--- config.mk ---
export PLATFORM = sky130hd
export DESIGN_NAME = arb2_bus_arbiter
export DESIGN_NICKNAME = d
export VERILOG_FILES = /design/src/rtl/arb2_pkg.sv /design/src/rtl/arb2_beat_tracker.sv /design/src/rtl/arb2_grant_ctrl.sv /design/src/rtl/arb2_owner_reg.sv /design/src/rtl/arb2_bus_arbiter.sv
export SDC_FILE = /design/constraint.sdc
export NUM_CORES = 1
export LEC_CHECK = 0
export ABC_AREA = 1
export BUFFER_PORTS_ARGS = -buffer_cell sky130_fd_sc_hd__buf_4
export CAP_MARGIN = 20
export CELL_PAD_IN_SITES_DETAIL_PLACEMENT = 2
export CELL_PAD_IN_SITES_GLOBAL_PLACEMENT = 2
export CORE_MARGIN = 5
export CORE_UTILIZATION = 30
export DETAILED_ROUTE_END_ITERATION = 10
export PLACE_DENSITY_LB_ADDON = 0.08
export SYNTH_ARGS = -nofsm -noshare
export SYNTH_HDL_FRONTEND = slang
export SYNTH_SLANG_ARGS = --single-unit
export TNS_END_PERCENT = 100
--- constraint.sdc ---
create_clock -name clk -period 2.74 [get_ports clk]
set_clock_uncertainty 0.15 [all_clocks]
set_input_delay 0.548 -clock clk [delete_from_list [all_inputs] [get_ports clk]]
set_output_delay 0.548 -clock clk [all_outputs]
set_load 0.005 [all_outputs]
--- src/rtl/arb2_pkg.sv ---
// Shared types for the two-master arbiter.
// Assumes the usual 2-bit transfer type and 3-bit burst type codes.
package arb2_pkg;

    typedef enum logic [1:0] {
        TR_IDLE = 2'b00,
        TR_BUSY = 2'b01,
        TR_NSEQ = 2'b10,
        TR_SEQ  = 2'b11
    } trans_e;

    localparam int TRANS_W = 2;
    localparam int BURST_W = 3;

    localparam logic [BURST_W-1:0] BU_SINGLE = 3'b000;
    localparam logic [BURST_W-1:0] BU_OPEN   = 3'b001;

    // Beats in a burst; 0 stands for the open-ended burst.
    function automatic int unsigned burst_beats(input logic [BURST_W-1:0] code);
        if (code == BU_SINGLE) return 1;
        if (code == BU_OPEN)   return 0;
        return 4 << ((int'(code) - 2) >> 1);
    endfunction

endpackage

--- src/rtl/arb2_beat_tracker.sv ---
// Follows the beats of the address-phase burst on the bus and flags
// the transfer that ends the current owner's tenure.
// Assumes trans/burst come from the master owning the address phase.
module arb2_beat_tracker
    import arb2_pkg::*;
#(
    parameter int BEAT_W = 5
) (
    input  logic               clk,
    input  logic               rst_n,
    input  logic               ready_i,
    input  logic [TRANS_W-1:0] trans_i,
    input  logic [BURST_W-1:0] burst_i,
    output logic               fin_o
);

    localparam int MAX_BEATS = 1 << (BEAT_W - 1);

    trans_e            tr;
    int unsigned       len;
    logic [BEAT_W-1:0] left_q;

    // Decode the bus controls.
    always_comb begin
        tr  = trans_e'(trans_i);
        len = burst_beats(burst_i);
    end

    // Count the beats still owed in a fixed burst.
    always_ff @(posedge clk) begin
        if (!rst_n) begin
            left_q <= '0;
        end else if (ready_i) begin
            if (tr == TR_NSEQ) begin
                left_q <= (len == 0) ? '0 : BEAT_W'(len - 1);
            end else if (tr == TR_SEQ && left_q != '0) begin
                left_q <= left_q - BEAT_W'(1);
            end
        end
    end

    // Decide whether the transfer on the bus is the owner's last.
    always_comb begin
        unique case (tr)
            TR_IDLE: fin_o = 1'b1;
            TR_NSEQ: fin_o = (len <= 1);
            TR_SEQ:  fin_o = (len == 0) || (left_q == BEAT_W'(1));
            default: fin_o = 1'b0;
        endcase
    end

    p_beats_bound_r5: assert property (@(posedge clk) disable iff (!rst_n)
        left_q <= BEAT_W'(MAX_BEATS - 1));

    p_load_four_r5: assert property (@(posedge clk) disable iff (!rst_n)
        (ready_i && trans_i == 2'b10 && burst_i == 3'b011) |=> left_q == BEAT_W'(3));

    p_count_frozen_r6: assert property (@(posedge clk) disable iff (!rst_n)
        !ready_i |=> $stable(left_q));

    p_busy_no_end_r11: assert property (@(posedge clk) disable iff (!rst_n)
        (trans_i == 2'b01) |-> !fin_o);

endmodule

--- src/rtl/arb2_grant_ctrl.sv ---
// Holds the one-hot grant register and moves it on a release.
// Assumes owner_i names the address-phase owner, updated on ready.
module arb2_grant_ctrl #(
    parameter int N_MST = 2
) (
    input  logic             clk,
    input  logic             rst_n,
    input  logic [N_MST-1:0] req_i,
    input  logic             ready_i,
    input  logic             fin_i,
    input  logic             owner_i,
    output logic [N_MST-1:0] gnt_q,
    output logic             gnt_idx_o
);

    localparam logic [N_MST-1:0] PARK = N_MST'(1);

    logic             aligned;
    logic             release_now;
    logic [N_MST-1:0] pick;

    // Index of the granted master and release decision.
    always_comb begin
        gnt_idx_o   = gnt_q[1];
        aligned     = (owner_i == gnt_idx_o);
        release_now = ready_i && aligned && !req_i[gnt_idx_o] && fin_i;
    end

    // Fixed priority: master 0 first; park on master 0 when none requests.
    always_comb begin
        if (req_i[0])      pick = N_MST'(1);
        else if (req_i[1]) pick = N_MST'(2);
        else               pick = PARK;
    end

    // Update the grant register on a release.
    always_ff @(posedge clk) begin
        if (!rst_n) begin
            gnt_q <= PARK;
        end else if (release_now) begin
            gnt_q <= pick;
        end
    end

    p_one_grant_r10: assert property (@(posedge clk) disable iff (!rst_n)
        $countones(gnt_q) == 1);

    p_freeze_r6: assert property (@(posedge clk) disable iff (!rst_n)
        !ready_i |=> $stable(gnt_q));

    p_min_two_r4: assert property (@(posedge clk) disable iff (!rst_n)
        $rose(gnt_q[1]) |=> gnt_q[1]);

    p_min_two_zero_r4: assert property (@(posedge clk) disable iff (!rst_n)
        $rose(gnt_q[0]) |=> gnt_q[0]);

    p_park_r8: assert property (@(posedge clk) disable iff (!rst_n)
        (ready_i && req_i == '0 && gnt_q[1] && owner_i && fin_i) |=> gnt_q[0]);

    p_latency_r2: assert property (@(posedge clk) disable iff (!rst_n)
        (ready_i && gnt_q[0] && !owner_i && !req_i[0] && req_i[1] && fin_i) |=> gnt_q[1]);

    for (genvar m = 0; m < N_MST; m++) begin : g_hold
        p_keep_r7: assert property (@(posedge clk) disable iff (!rst_n)
            (gnt_q[m] && req_i[m]) |=> gnt_q[m]);
    end

endmodule

--- src/rtl/arb2_owner_reg.sv ---
// Registers which master owns the address phase, one cycle behind the grant.
// Assumes ownership passes only on a ready edge.
module arb2_owner_reg (
    input  logic clk,
    input  logic rst_n,
    input  logic ready_i,
    input  logic gnt_idx_i,
    output logic owner_q
);

    // Take the granted index when the bus advances.
    always_ff @(posedge clk) begin
        if (!rst_n) begin
            owner_q <= 1'b0;
        end else if (ready_i) begin
            owner_q <= gnt_idx_i;
        end
    end

    p_owner_follow_r9: assert property (@(posedge clk) disable iff (!rst_n)
        ready_i |=> owner_q == $past(gnt_idx_i));

    p_owner_hold_r6: assert property (@(posedge clk) disable iff (!rst_n)
        !ready_i |=> $stable(owner_q));

endmodule

--- src/rtl/arb2_bus_arbiter.sv ---
// Top of the two-master registered arbiter: beat tracking, grant
// register and owner register. Assumes trans/burst are the muxed
// address-phase controls of the current owner.
module arb2_bus_arbiter
    import arb2_pkg::*;
#(
    parameter int BEAT_W = 5
) (
    input  logic               clk,
    input  logic               rst_n,
    input  logic               req0_i,
    input  logic               req1_i,
    input  logic               ready_i,
    input  logic [TRANS_W-1:0] trans_i,
    input  logic [BURST_W-1:0] burst_i,
    output logic               gnt0_o,
    output logic               gnt1_o,
    output logic               owner_o
);

    localparam int N_MST = 2;

    logic             fin;
    logic [N_MST-1:0] gnt;
    logic             gnt_idx;
    logic             owner;

    arb2_beat_tracker #(.BEAT_W(BEAT_W)) u_beats (
        .clk     (clk),
        .rst_n   (rst_n),
        .ready_i (ready_i),
        .trans_i (trans_i),
        .burst_i (burst_i),
        .fin_o   (fin)
    );

    arb2_grant_ctrl #(.N_MST(N_MST)) u_grant (
        .clk       (clk),
        .rst_n     (rst_n),
        .req_i     ({req1_i, req0_i}),
        .ready_i   (ready_i),
        .fin_i     (fin),
        .owner_i   (owner),
        .gnt_q     (gnt),
        .gnt_idx_o (gnt_idx)
    );

    arb2_owner_reg u_owner (
        .clk       (clk),
        .rst_n     (rst_n),
        .ready_i   (ready_i),
        .gnt_idx_i (gnt_idx),
        .owner_q   (owner)
    );

    // Drive the ports from the registers.
    always_comb begin
        gnt0_o  = gnt[0];
        gnt1_o  = gnt[1];
        owner_o = owner;
    end

endmodule

### After elaboration in Yosys (flattened, before gate mapping)

Cells that the tools add are included.

| cells by class | value |
|---|---|
| equality and inequality tests | 5 |
| magnitude comparators | 2 |
| add/subtract/negate cells | 3 |
| reductions and logical operators | 12 |
| mux-type cells | 15 |
| shifts and indexed selects | 1 |

Operator list:

| cell | number |
|---|---|
| 32-bit two-way mux | 3 |
| 32-bit by 1-bit <= comparator with 1-bit output (second input constant) | 1 |
| 32-bit zero test | 1 |
| 3-bit by 31-bit left shift with 32-bit output (first input constant) | 1 |
| 5-bit two-way mux | 3 |
| 5-bit by 1-bit subtractor with 5-bit output (second input constant) | 2 |
| 1-bit two-way mux | 6 |
| 5-bit by 1-bit equality test with 1-bit output (second input constant) | 1 |
| 5-bit nonzero test | 1 |
| 2-bit equality test (second input constant) | 2 |
| 1-bit logical AND | 4 |
| 2-bit two-way mux | 2 |
| 3-bit by 2-bit subtractor with 4-bit output (second input constant) | 1 |
| 3-bit by 1-bit equality test with 1-bit output (second input constant) | 1 |
| 3-bit zero test | 1 |
| 1-bit one-hot mux with 3 select lines | 1 |
| 2-bit zero test | 1 |
| 1-bit by 2-bit < comparator with 1-bit output (second input constant) | 1 |
| 2-bit AND reduction | 1 |
| 2-bit nonzero test | 1 |
| 1-bit equality test | 1 |
| 1-bit zero test | 1 |
| 1-bit logical OR | 1 |

| word-level totals | value |
|---|---|
| register bits | 8 |
| word-level logic and storage cells | 41 |
| input port bits | 10 |

### Depth between registers and ports, before layout

| logic depth | value |
|---|---|
| depth after elaboration | 9 |
| depth in mapped cells | 10 |
| gate-level depth less buffers | 10 |

### Hierarchy

Synthesis repeated with hierarchy kept, for this count alone.

| unflattened totals | value |
|---|---|
| cells, all modules | 106 |
| area, all modules | 688.2 µm² |

Modules (own cells, without submodules):

| module | times used | area each (µm²) | seq. area each (µm²) | cells an instance |
|---|---|---|---|---|
| arb2_beat_tracker | 1 | 509.2 | 100.1 | 81 |
| arb2_grant_ctrl | 1 | 137.6 | 40.0 | 19 |
| arb2_owner_reg | 1 | 41.3 | 20.0 | 6 |

### Least setup slack after synthesis

OpenSTA, ideal clock, no wires.

| path | value |
|---|---|
| path kind | input to register |
| start point | in burst_i[1] |
| end point | reg u_grant.gnt_q[0] |
| stages on the path | 10 |
| required time | 2.470 ns |
| setup time | 0.120 ns |
| slack | 1.112 ns |
| data arrival time | 1.358 ns |
| cell sequence | inv_2 -> ha_1 -> inv_2 -> nand3_1 -> nand2_1 -> nand2_1 -> nand2_1 -> nand2_2 -> nand2_1 -> nand3_1 |

| on the way | value |
|---|---|
| longest elaborated chain between the ends | 9 |

Ends and longest elaborated chain:

| what | line | source |
|---|---|---|
| start, declared | arb2_bus_arbiter.sv:15 | `input logic [BURST_W-1:0] burst_i,` |
| branches (longest 4 deep; another with 3-bit by 2-bit subtractor with 4-bit output) | -- |  |
| 32-bit two-way mux * | arb2_pkg.sv:21 | `if (code == BU_OPEN) return 0;` |
| branches (longest 2 deep; another with 32-bit by 1-bit <= comparator with 1-bit output) | -- |  |
| 1-bit one-hot mux with 3 select lines * | arb2_beat_tracker.sv:44 | `unique case (tr)` |
| 1-bit logical AND * | arb2_grant_ctrl.sv:26 | `release_now = ready_i && aligned && !req_i[gnt_idx_o] && fin_i;` |
| end signal, assigned | arb2_grant_ctrl.sv:41 | `gnt_q <= pick;` |
| end, declared | arb2_grant_ctrl.sv:12 | `output logic [N_MST-1:0] gnt_q,` |

Mark *: on every way between the ends. The select of a mux whose other input is x is not followed.
A chain may end at the register's enable or synchronous reset.

### Worst setup path after layout

Ends and elaborated chain as after synthesis.

==> impl_metrics.py <==
metrics = {
    "sta": {
        "hold_viol_final": 0,
        "fin_ws_ns": 1.13,
        "tns_ns": 0,
        "relSlewSlack_pct": 85.2,
        "slew_violations": 0,
        "rsz0062_at_grt": "false",
        "period_share_pct": 58.9,
        "max_clock_freq_ghz": 0.619,
        "worstMarginPinSlew_ns": 0.219,
        "period_needed_ns": 1.61,
        "finalSetupViolCount": 0,
    },
    "status": {
        "status": "complete, no violations",
    },
    "final_layout": {
        "syn2layout_area_growth_pct": 23.9,
        "drive_gt1_share_pct": 29.4,
        "finish.net_count": 121,
        "final_area_um2": 758,
        "final_cells": 129,
        "antenna_cells": 0,
    },
    "clock_network": {
        "clockBufferDepth": 2,
        "cts_tree": "done",
        "cts_resized": 0,
        "cts_setup_buffers": 0,
        "h-tree-depth": 1,
        "cts_made_buffers": 3,
        "cts_sinks": 8,
        "clk-insertion-delay-late_ns": 0.26,
        "root_buffer": "clkbuf_4",
        "cts-hold-fix-buffers": 0,
        "path_clk_slew_ns": 0.05,
    },
    "placed_design": {
        "hpwl_mm": 1.56,
        "dp_worst_setup_slack_ns": 0.839,
        "place.gp.congestion": 0.747,
        "dp_cells": 126,
        "io_buffers": 12,
        "placed_area_um2": 736,
    },
    "worst_hold_path": {
        "min_path_type": "flop to flop",
    },
    "global_route": {
        "grt_start_max_net_pins": 10,
        "grt_first_pass_wirelength_mm": 3.01,
        "grt_overflow": 0,
        "grt_pass1_vias": 705,
        "grt.total_usage_pct": 14.5,
        "antenna_found_initial": 0,
    },
    "die": {
        "fp-row-count": 16,
        "design.core.area_um2": 1960,
        "initial_core_util_pct": 31.2,
        "dieArea_um2": 3040,
        "fp.dieH_um": 55.2,
        "die_w_um": 55.2,
        "io_pins": 13,
    },
    "worst_setup_path": {
        "worstPathMaxFanout": 4,
        "max_stage_delay_ns": 0.29,
        "critical_path_required_ns": 2.74,
        "cpMostUsedCell": "nand2_1",
        "cp.arrival_ns": 1.61,
        "path_class": "input port to flop",
        "cp-start-kind": "input port",
        "crit_slowest_cell": "ha_1",
        "path_cells": "buf_4 -> inv_2 -> ha_1 -> inv_2 -> nand3_1 -> nand2_1 -> nand2_1 -> nand2_1 -> nand2_2 -> nand2_1 -> nand3_1",
        "worstSetupEndpointType": "flop",
    },
    "power_and_ir_drop": {
        "ir_worst_vdd_mv": 0.181,
        "p_leak_nw": 0.359,
        "power_density_nw_per_um2": 433,
    },
    "synth": {
        "yosysSeqAreaShare_pct": 26.2,
        "synthCells": 87,
        "synth_top_area_share_pct": 26.2,
        "syn_nets": 104,
        "ys_top_cells_by_area": "dfxtp_1 (26%), ha_1 (14%), nand3_1 (6.5%)",
        "ys_warn_count": 0,
        "yosys_register_bits": 8,
        "synth_area_um2": 612,
        "yosys.area.top_type": "dfxtp_1",
        "syn_avg_cell_area_um2": 7.03,
        "ys_types": 21,
    },
    "drt": {
        "viasPerCell": 4.90,
        "wl_mm": 1.83,
        "drcViolationCount": 0,
        "first_pass_iters": 1,
        "drt_iter0_drc": 0,
        "detail-route-antenna-nets": 0,
        "wl_per_cell_um": 14.2,
        "vias": 632,
    },
    "flow_run": {
        "max_cap_violations": 0,
    },
}
## report_power, final
group,internal [mW],switching [mW],total (mW)
logic,0.0410,0.0590,0.100
registers,0.125,0.00645,0.131
clock network,0.0505,0.0465,0.0970
total,0.216,0.112,0.328
## worst max-delay path: cells and delay by family
| family | cells | cell delay, ns |
|---|---|---|
| and+or+nand+nor | 7 | 0.57 |
| buffers and inverters | 3 | 0.21 |
| adders and majority gates | 1 | 0.29 |
## metal layers
metal / wire length [um] / global-route usage (%) / vias to the layer above / share of wire (%)
li1: - / - / 314 / -
met1: 824 / 16.1 / 305 / 45
met2: 930 / 25.6 / 9 / 51
met3: 43 / 2.41 / 4 / 2.3
met4: 36 / 8.50 / 0 / 2.0
met5: 0 / 0 / - / 0
## cell type report
class | instances | area (um^2)
Timing Repair Buffer | 12 | 90.1
Sequential cell | 8 | 160
Inverter | 15 | 58.8
Tap cell | 27 | 33.8
Fill cell | 272 | 1200
Multi-Input combinational cell | 64 | 393
Clock buffer | 3 | 22.5
## state kept, by name (all words and copies together) (netlist names)
| name | cells |
|---|---|
| u_beats.left_q | 5 |
| u_grant.gnt_q | 2 |
| u_owner.owner_q | 1 |
## cells in the mapped netlist
library cell and instances:
nand3_1 8, nand3_2 1, nor2_4 2, o21ai_0 5
ha_1 7, a22oi_1 1, xor2_1 2, inv_4 1
dfxtp_1 8, nor3_1 1, inv_2 5, nand2_2 3
nor2_2 2, inv_1 9, nand4_1 1, nand2_1 9
o21ai_1 5, a21oi_2 1, nor2_1 8, nand3b_1 1
a21oi_1 7
## placed cells by master, fill, tap and decap left out
cell	count
nor3_1	1
a21oi_2	1
o21ai_0	5
nand3b_1	1
nand3_2	1
nand3_1	8
nor2_1	8
a22oi_1	1
a21oi_1	7
inv_2	5
o21ai_1	5
xor2_1	2
nor2_2	2
clkbuf_4	3
inv_4	1
buf_4	12
nor2_4	2
nand2_2	3
inv_1	9
nand2_1	9
dfxtp_1	8
ha_1	7
nand4_1	1
## path summary, 6_finish.rpt
check,from,to,slack [ns],cells after the start
worst max-delay path,burst_i[1],u_grant.gnt_q[0],1.13,11
worst min register to register,u_grant.gnt_q[0],u_grant.gnt_q[0],0.31,2
worst min-delay path,u_grant.gnt_q[0],u_grant.gnt_q[0],0.31,2
worst max register to register,u_beats.left_q[0],u_beats.left_q[3],1.19,6
## through the flow
step | power [mW] | util, % | hold slack, ns
CTS | 0.339 | 38.6 | 0.323
finish | 0.328 | 38.6 | 0.310
global route | 0.357 | 38.6 | 0.339
detailed placement | 0.235 | 37.5 | 0.308
global placement | 0.230 | 37.5 | 0.300
floorplan | 0.197 | - | 0.302
## cells by family (layout without fill, tap and decap cells)
kind of cell | Yosys count | after routing | synth area share (%)
fa+ha+maj | 7 | 7 | 14.3
buf+inv | 15 | 30 | 9.61
simple gates | 36 | 36 | 30.5
flops | 8 | 8 | 26.2
xor+xnor | 2 | 2 | 2.86
compound gates | 19 | 19 | 16.6
Power figures use the tool's default switching activity.
